<file path="config.mk">
export PLATFORM = sky130hd
export DESIGN_NAME = bus_err_capture
export DESIGN_NICKNAME = d
export VERILOG_FILES = /design/src/rtl/bus_err_capture.sv
export SDC_FILE = /design/constraint.sdc
export NUM_CORES = 1
export LEC_CHECK = 0
export BUFFER_PORTS_ARGS = -buffer_cell sky130_fd_sc_hd__buf_2
export CORE_MARGIN = 2
export CORE_UTILIZATION = 40
export DETAILED_ROUTE_END_ITERATION = 10
export GPL_TIMING_DRIVEN = 0
export HOLD_SLACK_MARGIN = 0.03
export MAX_ROUTING_LAYER = met4
export PLACE_DENSITY = 0.83
export SLEW_MARGIN = 20
export SYNTH_ARGS = -nofsm -noshare
export SYNTH_HDL_FRONTEND = slang
export SYNTH_SLANG_ARGS = --single-unit
</file>
<file path="constraint.sdc">
create_clock -name clk -period 4.3 [get_ports clk]
set_input_delay 0.215 -clock clk [delete_from_list [all_inputs] [get_ports clk]]
set_output_delay 0.215 -clock clk [all_outputs]
set_load 0.02 [all_outputs]
</file>
<file path="src/rtl/bus_err_capture.sv">
module bus_err_capture #(
  parameter int AW = 32,
  parameter int MW = 4,
  parameter int IW = 2,
  parameter int CPU_ID = 0
) (
  input  logic          clk,
  input  logic          rst_n,
  input  logic          err_ack,
  input  logic          tmo,
  input  logic [AW-1:0] txn_addr,
  input  logic          txn_rd,
  input  logic [MW-1:0] txn_mask,
  input  logic [IW-1:0] txn_init,
  input  logic          reg_wr,
  input  logic [1:0]    reg_addr,
  input  logic [31:0]   reg_wdata,
  output logic [31:0]   reg_rdata,
  output logic          irq,
  output logic          err_out,
  output logic [AW-1:0] cap_addr,
  output logic          cap_rd,
  output logic [MW-1:0] cap_mask,
  output logic [IW-1:0] cap_init
);
  localparam logic [IW-1:0] CPU = IW'(CPU_ID);

  logic [1:0] st, en, st_n, clr, set, ev;
  logic       lock, blk;

  assign blk = (txn_init == CPU) && txn_rd && (&txn_mask);
  assign ev  = {tmo, err_ack} & {2{~blk}};
  assign clr = (reg_wr && reg_addr == 2'd0) ? reg_wdata[1:0] : 2'b00;
  assign set = (reg_wr && reg_addr == 2'd2) ? reg_wdata[1:0] : 2'b00;
  assign st_n = (st & ~clr) | set | ev;

  assign err_out = |ev;
  assign irq     = |(st & en);

  always_ff @(posedge clk or negedge rst_n) begin
    if (!rst_n) begin
      st   <= '0;
      en   <= '0;
      lock <= 1'b0;
    end else begin
      st   <= st_n;
      lock <= (|ev) | (lock & (|st_n));
      if (reg_wr && reg_addr == 2'd1) en <= reg_wdata[1:0];
    end
  end

  always_ff @(posedge clk or negedge rst_n) begin
    if (!rst_n) begin
      cap_addr <= '0;
      cap_rd   <= 1'b0;
      cap_mask <= '0;
      cap_init <= '0;
    end else if ((|ev) && !lock) begin
      cap_addr <= txn_addr;
      cap_rd   <= txn_rd;
      cap_mask <= txn_mask;
      cap_init <= txn_init;
    end
  end

  always_comb begin
    reg_rdata = '0;
    case (reg_addr)
      2'd0:    reg_rdata[1:0] = st;
      2'd1:    reg_rdata[1:0] = en;
      2'd3:    reg_rdata = 32'(cap_addr);
      default: reg_rdata = '0;
    endcase
  end
endmodule


</file>
==> results by group <==
Status
  • Status: finished, final reports clean

Die
  • DIE HEIGHT: 74.8 um
  • Starting Density: 41.9%
  • Core area: 4790 um2
  • Rows: 25
  • Die W: 74.8 um
  • Io pins: 151
  • Die area: 5600 um2

CTS
  • Clk root buf: clkbuf_8
  • Post-CTS Hold Buffers: 0
  • Worst-Skew Late Latency: 0.29 ns
  • Clk buf depth: 2
  • Post-CTS Setup Bufs: 0
  • Post-CTS sizing: 0
  • Clk sink count: 44
  • CTS Buf Count: 5
  • H-tree depth: 2
  • TritonCTS clock tree: done
  • CTS clk-pin slew, worst paths: 0.08 ns

GRT
  • Antenna violations before repair: 0
  • First-pass GRT wire length: 7560 um
  • Total grt overflow: 0
  • Largest net degree at the start of global routing: 45
  • Number of global-route vias before repair: 1659
  • GRT Resource Usage Total: 18.4%

Placed design
  • Placed cell area: 2690 um2
  • Post-DP HPWL: 3730 um
  • Port bufs: 119
  • Placer Congestion: 0.786

Final layout
  • NumNets Final: 359
  • Most frequent cells in the layout: buf_2 (118), dfrtp_1 (44), mux2_2 (32)
  • Final instance area: 2780 um2
  • Commonest non-fill, non-tap cell in the layout: buf_2
  • # fillers: 439
  • Antenna diodes: 0
  • Synthesis-to-finish area growth: 38.4%
  • Fin util: 58.0%
  • Layout cells sized above 1: 58.0%

Pwr
  • Switching power: 333 uW
  • Clock Power Share: 23.6%
  • Switching Share: 32.3%
  • Pwr dens: 372 nW/um2
  • Logic pwr share: 27.2%
  • Max VDD drop: 212 uV
  • Leakage: 1.57 nW
  • Cell internal pwr: 699 uW
  • Flop pwr share: 49.1%

Yosys
  • Synth Area in Simple Gates: 12.8%
  • Post-synthesis mux area share: 25.6%
  • Post-synth top area share: 54.9%
  • Compound-Gate Fraction of Synth Area: 2.62%
  • Synth area leaders: dfrtp_1 (55%), mux2_2 (18%), and3_1 (9.7%)
  • Yosys cell types: 19
  • Synth Area in XOR/XNOR: 0%
  • Post-synthesis instance total: 154
  • Syn. warnings: 0
  • Net Count, Synth: 232
  • Mapped Avg Cell Area: 13.0 um2
  • Largest family of logic cells by synthesized area: multiplexers
  • Cell area after synthesis: 2010 um2
  • #FFs+latches synth: 44
  • Largest area contributor in the netlist: dfrtp_1
  • Synth Area in Adders: 0%
  • Sequential element share of the synthesized area: 54.9%

Routing
  • Via count: 1725
  • Wirelength per Cell: 13.8 um
  • Final ANT Viol Nets: 0
  • Drt drc: 0
  • Final WL: 4790 um
  • TritonRoute pass-1 iters: 4
  • Detailed Route Iter0 Violations: 39
  • Via/cell ratio: 4.96

Job
  • Max Cap Viol: 0

Critical path
  • Critical Path AT: 1.39 ns
  • Req. time, crit path: 4.09 ns
  • CP Launch Type: input port
  • Crit end category: primary output
  • CP Class: in -> out
  • Max FO, Critical Path: 10

Timing
  • Fmax: 622 MHz
  • Final hold violation count: 0
  • Final Setup Violations: 0
  • Final slew viol count: 0
  • Hold WS: 0.139 ns
  • RSZ-0062 raised after global routing: false
  • Setup TNS: 0 ns
  • Slew of the pin with the lowest slew margin: 0.547 ns
  • Final min period: 1.61 ns
  • Final Skew: 0.00178 ns
  • Crit share post-route: 37.4%
  • Relative slew margins: 63.5%

Hold path
  • Worst Hold Class: in -> reg
==> per-stage QoR <==
stage / setup slack (ns) / power (mW) / cells
2_1_floorplan: 2.85 / 0.683 / 154
6_report: 2.69 / 1.03 / 348
5_1_grt: 2.51 / 1.09 / 348
3_3_place_gp: 2.52 / 0.791 / 340
4_1_cts: 2.68 / 1.04 / 347
3_5_place_dp: 2.55 / 0.801 / 340
==> final cells by class <==
type                    count  area (um2)  area share [%]
clock buffers               6        72.6            2.61
clock inverters             1        5.00           0.180
flip-flops and latches     44        1100            39.7
plain buffers              12        71.3            2.57
multi-input cells          95         822            29.6
repair buffers            120         608            21.9
well taps                  67        83.8            3.02
inverters                   3        11.3           0.406
==> final timing paths <==
kind	from	end	slack, ns	cells after the start
max	reg_addr[0]	reg_rdata[7]	2.69	4
min	txn_addr[1]	cap_addr[1]	0.14	2
max reg2reg	lock	cap_init[0]	2.74	4
min reg2reg	cap_mask[1]	cap_mask[1]	0.48	1
max in group asynchronous	rst_n	cap_init[1]	3.48	2
min in group asynchronous	rst_n	cap_addr[2]	0.45	2
==> flip-flops by register name, indices dropped and copies added (netlist names) <==
name / cells
cap_addr: 32
cap_mask: 4
cap_init: 2
en: 2
st: 2
cap_rd: 1
lock: 1
==> cell families (layout without fill, tap and decap cells) <==
| group | count (synthesis) | count (layout) |
|---|---|---|
| muxes | 46 | 46 |
| DFF | 44 | 44 |
| and+or+nand+nor | 42 | 42 |
| buffers and inverters | 15 | 142 |
| AOI/OAI and AO/OA | 7 | 7 |
==> power groups by stage <==
| stage | registers, mW | logic, mW | clock network (mW) |
|---|---|---|---|
| 3_3_place_gp | 0.512 | 0.279 | 0 |
| 6_report | 0.507 | 0.281 | 0.244 |
| 4_1_cts | 0.508 | 0.285 | 0.251 |
| 5_1_grt | 0.516 | 0.306 | 0.270 |
| 3_5_place_dp | 0.516 | 0.284 | 0 |
| 2_1_floorplan | 0.579 | 0.104 | 0 |
==> routing by layer <==
| layer | wire (um) | global-route usage [%] | vias to the layer above |
|---|---|---|---|
| met3 | 347 | 4.42 | 11 |
| met1 | 1930 | 20.7 | 826 |
| met4 | 100 | 7.14 | 0 |
| met2 | 2410 | 31.6 | 78 |
| met5 | 0 | - | - |
| li1 | - | - | 810 |
==> cells in the mapped netlist, drive strengths merged <==
master,count
o21ai,4
mux2,42
clkbuf,8
nand3,2
nor2,3
and4,1
buf,4
inv,3
a311oi,1
nand3b,3
nand2,2
dfrtp,44
and3,31
o221ai,1
mux2i,4
a22o,1
==> worst max-delay path, stage by stage <==
cell and delay [ns]:
clkbuf_1 0.39, clkbuf_1 0.39, and3_1 0.23, buf_2 0.16
(Power assumes the default switching activity.)
